<file path="config.mk">
export PLATFORM = sky130hd
export DESIGN_NAME = dbg_frame_seq
export DESIGN_NICKNAME = d
export VERILOG_FILES = /design/src/rtl/dbg_seq_pkg.sv /design/src/rtl/dbg_seq_decode.sv /design/src/rtl/dbg_seq_delay.sv /design/src/rtl/dbg_seq_bus.sv /design/src/rtl/dbg_frame_seq.sv
export SDC_FILE = /design/constraint.sdc
export NUM_CORES = 1
export LEC_CHECK = 0
export BUFFER_PORTS_ARGS = -buffer_cell sky130_fd_sc_hd__buf_2
export CORE_MARGIN = 10
export CORE_UTILIZATION = 35
export CTS_BUF_LIST = sky130_fd_sc_hd__clkbuf_8 sky130_fd_sc_hd__clkbuf_16
export DETAILED_ROUTE_END_ITERATION = 10
export PLACE_DENSITY = 0.62
export SLEW_MARGIN = 40
export SYNTH_ARGS = -nofsm -noshare
export SYNTH_HDL_FRONTEND = slang
export SYNTH_SLANG_ARGS = --single-unit
</file>
<file path="constraint.sdc">
create_clock -name clk_i -period 2.2 [get_ports clk_i]
set_input_delay 0.33 -clock clk_i [delete_from_list [all_inputs] [get_ports clk_i]]
set_output_delay 0.33 -clock clk_i [all_outputs]
set_load 0.01 [all_outputs]
</file>
<file path="src/rtl/dbg_seq_pkg.sv">
package dbg_seq_pkg;
  typedef enum logic [2:0] {CLS_HW_RD, CLS_HW_WR, CLS_FW_RD, CLS_FW_WR, CLS_GO} cls_e;
  typedef enum logic [2:0] {ST_CMD, ST_ADDR, ST_DATA, ST_DLY, ST_TX} st_e;
endpackage

</file>
<file path="src/rtl/dbg_seq_decode.sv">
module dbg_seq_decode
  import dbg_seq_pkg::*;
(
  input  logic [2:0] top_bits_i,  // command bits {7,6,5}
  output cls_e       cls_o
);
  always_comb begin
    if (top_bits_i[2])      cls_o = top_bits_i[0] ? CLS_HW_WR : CLS_HW_RD;
    else if (top_bits_i[1]) cls_o = top_bits_i[0] ? CLS_FW_WR : CLS_FW_RD;
    else                    cls_o = CLS_GO;
  end
endmodule

</file>
<file path="src/rtl/dbg_seq_delay.sv">
module dbg_seq_delay #(
  parameter int DLY_W = 8
) (
  input  logic             clk_i,
  input  logic             rst_ni,
  input  logic             load_i,
  input  logic [DLY_W-1:0] len_i,
  output logic             done_o
);
  logic [DLY_W-1:0] cnt_q;

  always_ff @(posedge clk_i or negedge rst_ni) begin
    if (!rst_ni)           cnt_q <= '0;
    else if (load_i)       cnt_q <= len_i - 1'b1;
    else if (cnt_q != '0)  cnt_q <= cnt_q - 1'b1;
  end

  assign done_o = (cnt_q == '0);
endmodule

</file>
<file path="src/rtl/dbg_seq_bus.sv">
module dbg_seq_bus #(
  parameter int WORD_W = 16
) (
  input  logic              clk_i,
  input  logic              rst_ni,
  input  logic              start_i,
  input  logic              we_i,
  input  logic [WORD_W-1:0] addr_i,
  input  logic [WORD_W-1:0] wdata_i,
  input  logic              abort_i,
  output logic              bus_req_o,
  output logic              bus_we_o,
  output logic [WORD_W-1:0] bus_addr_o,
  output logic [WORD_W-1:0] bus_wdata_o,
  input  logic              bus_ack_i,
  input  logic [WORD_W-1:0] bus_rdata_i,
  output logic [WORD_W-1:0] rdata_o
);
  logic              req_q, we_q;
  logic [WORD_W-1:0] addr_q, wdata_q, rdata_q;

  always_ff @(posedge clk_i or negedge rst_ni) begin
    if (!rst_ni) begin
      req_q   <= 1'b0;
      we_q    <= 1'b0;
      addr_q  <= '0;
      wdata_q <= '0;
      rdata_q <= '0;
    end else begin
      if (req_q && bus_ack_i && !we_q) rdata_q <= bus_rdata_i;
      if (abort_i) req_q <= 1'b0;
      else if (start_i) begin
        req_q   <= 1'b1;
        we_q    <= we_i;
        addr_q  <= addr_i;
        wdata_q <= wdata_i;
      end else if (bus_ack_i) req_q <= 1'b0;
    end
  end

  assign bus_req_o   = req_q;
  assign bus_we_o    = we_q;
  assign bus_addr_o  = addr_q;
  assign bus_wdata_o = wdata_q;
  assign rdata_o     = rdata_q;

  AST_BUS_HOLD: assert property (@(posedge clk_i) disable iff (!rst_ni)
    (bus_req_o && !bus_ack_i && !abort_i) |=> (bus_req_o && $stable(bus_addr_o)));
endmodule

</file>
<file path="src/rtl/dbg_frame_seq.sv">
module dbg_frame_seq
  import dbg_seq_pkg::*;
#(
  parameter int CMD_W     = 8,
  parameter int WORD_W    = 16,
  parameter int DLY_W     = 8,
  parameter int HW_DLY    = 150,
  parameter int FW_WR_DLY = 36,
  parameter int FW_RD_DLY = 76,
  parameter int GO_DLY    = 76
) (
  input  logic              clk_i,
  input  logic              rst_ni,
  input  logic              rx_valid_i,
  input  logic [WORD_W-1:0] rx_data_i,
  output logic              rx_ready_o,
  output logic              rx_word_o,
  input  logic              timeout_i,
  output logic              tx_valid_o,
  output logic [WORD_W-1:0] tx_data_o,
  input  logic              tx_done_i,
  output logic              bus_req_o,
  output logic              bus_we_o,
  output logic [WORD_W-1:0] bus_addr_o,
  output logic [WORD_W-1:0] bus_wdata_o,
  input  logic              bus_ack_i,
  input  logic [WORD_W-1:0] bus_rdata_i,
  output logic              fw_valid_o,
  output logic [CMD_W-1:0]  fw_cmd_o,
  output logic [WORD_W-1:0] fw_data_o,
  input  logic [WORD_W-1:0] fw_rdata_i
);
  localparam logic [DLY_W-1:0] HW_LEN = DLY_W'(HW_DLY);
  localparam logic [DLY_W-1:0] FWW_LEN = DLY_W'(FW_WR_DLY);
  localparam logic [DLY_W-1:0] FWR_LEN = DLY_W'(FW_RD_DLY);
  localparam logic [DLY_W-1:0] GO_LEN = DLY_W'(GO_DLY);

  st_e               st_q, st_d;
  cls_e              cls_q, cls_now;
  logic [CMD_W-1:0]  cmd_q;
  logic [WORD_W-1:0] addr_q, fw_data_q, tx_q, bus_rd, bus_addr_d;
  logic              fw_valid_q, fw_fire, tx_load, acc;
  logic              dly_load, dly_done, bus_start, bus_we_d;
  logic [DLY_W-1:0]  dly_len;

  dbg_seq_decode u_dec (
    .top_bits_i(rx_data_i[CMD_W-1 -: 3]),
    .cls_o     (cls_now)
  );

  dbg_seq_delay #(.DLY_W(DLY_W)) u_dly (
    .clk_i (clk_i),
    .rst_ni(rst_ni),
    .load_i(dly_load),
    .len_i (dly_len),
    .done_o(dly_done)
  );

  dbg_seq_bus #(.WORD_W(WORD_W)) u_bus (
    .clk_i      (clk_i),
    .rst_ni     (rst_ni),
    .start_i    (bus_start),
    .we_i       (bus_we_d),
    .addr_i     (bus_addr_d),
    .wdata_i    (rx_data_i),
    .abort_i    (timeout_i),
    .bus_req_o  (bus_req_o),
    .bus_we_o   (bus_we_o),
    .bus_addr_o (bus_addr_o),
    .bus_wdata_o(bus_wdata_o),
    .bus_ack_i  (bus_ack_i),
    .bus_rdata_i(bus_rdata_i),
    .rdata_o    (bus_rd)
  );

  assign rx_ready_o = (st_q == ST_CMD) || (st_q == ST_ADDR) || (st_q == ST_DATA);
  assign rx_word_o  = (st_q == ST_ADDR) || (st_q == ST_DATA);
  assign acc        = rx_valid_i && rx_ready_o;
  assign tx_valid_o = (st_q == ST_TX);
  assign tx_data_o  = tx_q;
  assign fw_valid_o = fw_valid_q;
  assign fw_cmd_o   = cmd_q;
  assign fw_data_o  = fw_data_q;

  always_comb begin
    st_d       = st_q;
    dly_load   = 1'b0;
    dly_len    = HW_LEN;
    bus_start  = 1'b0;
    bus_we_d   = 1'b0;
    bus_addr_d = addr_q;
    fw_fire    = 1'b0;
    tx_load    = 1'b0;
    case (st_q)
      ST_CMD: if (acc) begin
        case (cls_now)
          CLS_HW_RD, CLS_HW_WR: st_d = ST_ADDR;
          CLS_FW_WR:            st_d = ST_DATA;
          CLS_FW_RD: begin st_d = ST_DLY; dly_load = 1'b1; dly_len = FWR_LEN; fw_fire = 1'b1; end
          default:   begin st_d = ST_DLY; dly_load = 1'b1; dly_len = GO_LEN;  fw_fire = 1'b1; end
        endcase
      end
      ST_ADDR: if (acc) begin
        if (cls_q == CLS_HW_WR) st_d = ST_DATA;
        else begin
          st_d       = ST_DLY;
          dly_load   = 1'b1;
          bus_start  = 1'b1;
          bus_addr_d = rx_data_i;
        end
      end
      ST_DATA: if (acc) begin
        st_d     = ST_DLY;
        dly_load = 1'b1;
        if (cls_q == CLS_HW_WR) begin
          bus_start = 1'b1;
          bus_we_d  = 1'b1;
        end else begin
          fw_fire = 1'b1;
          dly_len = FWW_LEN;
        end
      end
      ST_DLY: if (dly_done && !bus_req_o) begin
        // wait ends only when both the count and the bus reply are in
        tx_load = (cls_q == CLS_HW_RD) || (cls_q == CLS_FW_RD);
        st_d    = tx_load ? ST_TX : ST_CMD;
      end
      ST_TX: if (tx_done_i) st_d = ST_CMD;
      default: st_d = ST_CMD;
    endcase
    if (timeout_i) st_d = ST_CMD;
  end

  always_ff @(posedge clk_i or negedge rst_ni) begin
    if (!rst_ni) begin
      st_q       <= ST_CMD;
      cls_q      <= CLS_GO;
      cmd_q      <= '0;
      addr_q     <= '0;
      fw_data_q  <= '0;
      tx_q       <= '0;
      fw_valid_q <= 1'b0;
    end else begin
      st_q       <= st_d;
      fw_valid_q <= fw_fire && !timeout_i;
      if (st_q == ST_CMD && acc) begin
        cmd_q <= rx_data_i[CMD_W-1:0];
        cls_q <= cls_now;
      end
      if (st_q == ST_ADDR && acc) addr_q <= rx_data_i;
      if (st_q == ST_DATA && acc) fw_data_q <= rx_data_i;
      if (tx_load) tx_q <= (cls_q == CLS_HW_RD) ? bus_rd : fw_rdata_i;
    end
  end

  AST_TIMEOUT_IDLE: assert property (@(posedge clk_i) disable iff (!rst_ni)
    timeout_i |=> (rx_ready_o && !rx_word_o && !tx_valid_o && !bus_req_o));
  AST_TX_HOLD: assert property (@(posedge clk_i) disable iff (!rst_ni)
    (tx_valid_o && !tx_done_i && !timeout_i) |=> (tx_valid_o && $stable(tx_data_o)));
  AST_TX_AFTER_DLY: assert property (@(posedge clk_i) disable iff (!rst_ni)
    $rose(tx_valid_o) |-> $past(dly_done));
  AST_FW_PULSE: assert property (@(posedge clk_i) disable iff (!rst_ni)
    fw_valid_o |=> !fw_valid_o);
  AST_NO_RX_WAIT: assert property (@(posedge clk_i) disable iff (!rst_ni)
    (bus_req_o && !tx_valid_o) |-> !rx_ready_o);
endmodule

</file>
==> metrics.yaml <==
outcome:
  outcome: "finished, final reports clean"
setup_path:
  crit_type: "reg2reg"
  required_ns: 2.56
  r2r_slack_ns: 0.008
  cp_max_fo: 4
  r2r-start: "st_q[2]"
  arrival_ns: 2.55
  start_kind: "flip-flop"
  cp-end-kind: "flip-flop"
  critPathLaunch: "st_q[2]"
  reg2regPathDepth: 9
  r2r_end: "u_dly.cnt_q[4]"
  crit_path_end: "u_dly.cnt_q[4]"
clocking:
  clk_pin_slew_worst_paths_ns: 0.06
  clkLatencyLatePin_ns: 0.42
  numCtsBuffers: 17
  h-tree-depth: 4
  cts.sinks: 121
  cts-root-buf: "clkbuf_16"
  cts_tree: "built"
  cts_buffer_depth: 2
global_route:
  grt_overflow: 0
  grt_max_degree: 41
  antenna_found_initial: 1
  grt_pass1_wl_um: 23150
  globalRouteTotalUtil: 0.1460
  first_global_vias: 4344
yosys:
  yosysUniqueCellTypes: 49
  synth-main-ff-cell: "dfrtp_1"
  ys_ff_latch: 121
  syn_area_sq_mm: 0.005309
  synthCells: 461
  yosysMostFrequentCell: "dfrtp_1"
  yosysSeqAreaShare: 0.5706
  syn-mean-instance-area_sq_um: 11.52
  yosys_warnings: 0
  synth_edf_count: 0
  netlist.area_leader.share: 0.5656
  synth_top_area_cell: "dfrtp_1"
  syn_nets: 516
  async_flop_share: 1.000
  ys_top_cells_by_count: "dfrtp_1 (120), nand2_1 (106), mux2_2 (64), a21oi_1 (22), mux2i_1 (19)"
  synth_area_leaders: "dfrtp_1 (57%), mux2_2 (14%), nand2_1 (7.5%)"
finish:
  fillers: 1339
  drive_gt1_frac: 0.4391
  final_cell_area_sq_mm: 0.006957
  areaGrowthSynthToFinish_pct: 31.04
  nets: 667
flow_run:
  drv_cap: 0
routing:
  final_antenna_net_count: 0
  viasPerCell: 5.037
  drcViolationCount: 0
  vias: 4075
  first_iter_violations: 212
  routed_wl_um: 14610
  routedWlPerCell_um: 18.06
  dr.pass1.iters: 4
floorplanning:
  die_area_sq_mm: 0.02049
  fp.dieW_um: 143.2
  die_y_um: 143.2
  design.core.area_sq_mm: 0.01470
  start_util: 0.3612
  ios: 132
  num_rows: 44
sta:
  hold_viol_final: 0
  period_share: 0.9962
  fin_crit_ns: 2.192
  setup_viol: 0
  clock_skew_ns: 0.01757
  relSlewSlack: 0.6905
  grt_setup_unrepaired: "yes"
  setup_tns_ns: 0
  setup_slack_ns: 0.008323
  fmax_mhz: 456.3
  slew_viol_final: 0
  worst_slew_pin_slew_ns: 0.4642
placed_design:
  gp_congestion: 0.7797
  dp_worst_setup_slack_ns: 0.009906
  io_buffer_count: 131
  hpwl_um: 10500
  postPlaceCellArea_sq_mm: 0.006339
worst_hold_path:
  hp-class: "in2reg"
power_and_ir_drop:
  power_density_mw_per_mm2: 1195
  power_leakage_uw: 0.003480
  vdd_ir_drop_max_v: 0.0005052
power by group:
part | internal [uW] | switching (uW)
logic | 1140 | 1150
clock network | 1680 | 996
registers | 2930 | 423
total | 5740 | 2570
cell type report:
cell class | count | area (sq um) | share of cell area
antenna | 1 | 2.502 | 0.0003597
clock buffer | 18 | 439.2 | 0.06313
clock inverter | 13 | 131.4 | 0.01888
inverter | 2 | 7.507 | 0.001079
multi-input combinational | 309 | 2177 | 0.3130
sequential | 121 | 3029 | 0.4354
tap | 184 | 230.2 | 0.03309
timing repair buffer | 161 | 939.7 | 0.1351
cells by family after synthesis:
| logic type | after synthesis | share of synthesized area |
|---|---|---|
| AO/OA/AOI/OAI | 63 | 0.07306 |
| XOR/XNOR | 1 | 0.001650 |
| adder cells (fa/ha/maj) | 1 | 0.002356 |
| buffers and inverters | 31 | 0.02663 |
| flip-flops | 121 | 0.5706 |
| multiplexers | 93 | 0.1940 |
| AND/OR/NAND/NOR | 151 | 0.1317 |
how the worst min path moves through the flow:
stage | startpoint | endpoint | slack, ns | cells after the start
2_1_floorplan | rst_ni | addr_q[0] | 0.03 | 0
3_3_place_gp | rst_ni | fw_data_o[11] | 0.31 | 1
3_5_place_dp | rst_ni | fw_data_o[11] | 0.32 | 1
4_1_cts | rx_data_i[8] | fw_data_o[8] | 0.14 | 3
5_1_grt | bus_rdata_i[1] | u_bus.rdata_o[1] | 0.15 | 2
6_report | rx_data_i[8] | fw_data_o[8] | 0.14 | 3
timing repair:
item,CTS,global route
pin swaps,0,7
resized for setup,1,5
hold buffers,1,0
setup endpoints to repair,1,2
hold endpoints to repair,31,0
setup buffers,0,2
per-stage QoR:
stage / utilization / total power, uW / instances / hold WS (ns)
5_1_grt: 0.4733 / 8831 / 809 / 0.1454
6_report: 0.4733 / 8314 / 809 / 0.1417
4_1_cts: 0.4710 / 8375 / 806 / 0.1360
3_3_place_gp: 0.4312 / 5580 / 774 / 0.3099
3_5_place_dp: 0.4312 / 5672 / 774 / 0.3185
2_1_floorplan: - / 4672 / 461 / 0.03441
worst max-delay path, cell delays in order (launching register included):
cell      delay (ns)
dfrtp_1         0.37
or4b_4          0.57
a211oi_4        0.26
nor2_2          0.10
a21oi_2         0.14
ha_2            0.22
buf_6           0.11
a21oi_2         0.05
nor3_2          0.18
o22a_1          0.14
routing by layer:
| metal | global-route usage | vias to the layer above | part of all wire |
|---|---|---|---|
| li1 | - | 1923 | - |
| met1 | 0.1617 | 2018 | 0.40 |
| met2 | 0.2499 | 105 | 0.53 |
| met3 | 0.04411 | 29 | 0.055 |
| met4 | 0.07275 | 0 | 0.023 |
| met5 | 0 | - | 0 |
sequential cells by signal, summed over array words and instances (netlist names), 3 cells and up:
| signal | flops |
|---|---|
| addr_q | 16 |
| cls_q | 3 |
| fw_cmd_o | 8 |
| fw_data_o | 16 |
| st_q | 3 |
| tx_data_o | 16 |
| u_bus.bus_addr_o | 16 |
| u_bus.bus_wdata_o | 16 |
| u_bus.rdata_o | 16 |
| u_dly.cnt_q | 8 |
cells in the final DEF (no fill, tap or decap), types with 3 or more instances in the layout:
cell,instances
a31oi_1,18
mux2_2,64
nor2_1,11
nand2b_1,4
inv_1,4
buf_12,4
or3_1,3
a21oi_1,20
dfrtp_1,120
clkbuf_16,17
buf_2,130
mux2_1,8
clkinvlp_4,3
clkinv_2,3
mux2i_1,19
nor3_2,3
nand2_1,106
o21ai_0,7
buf_4,25
(Power assumes the default switching activity.)
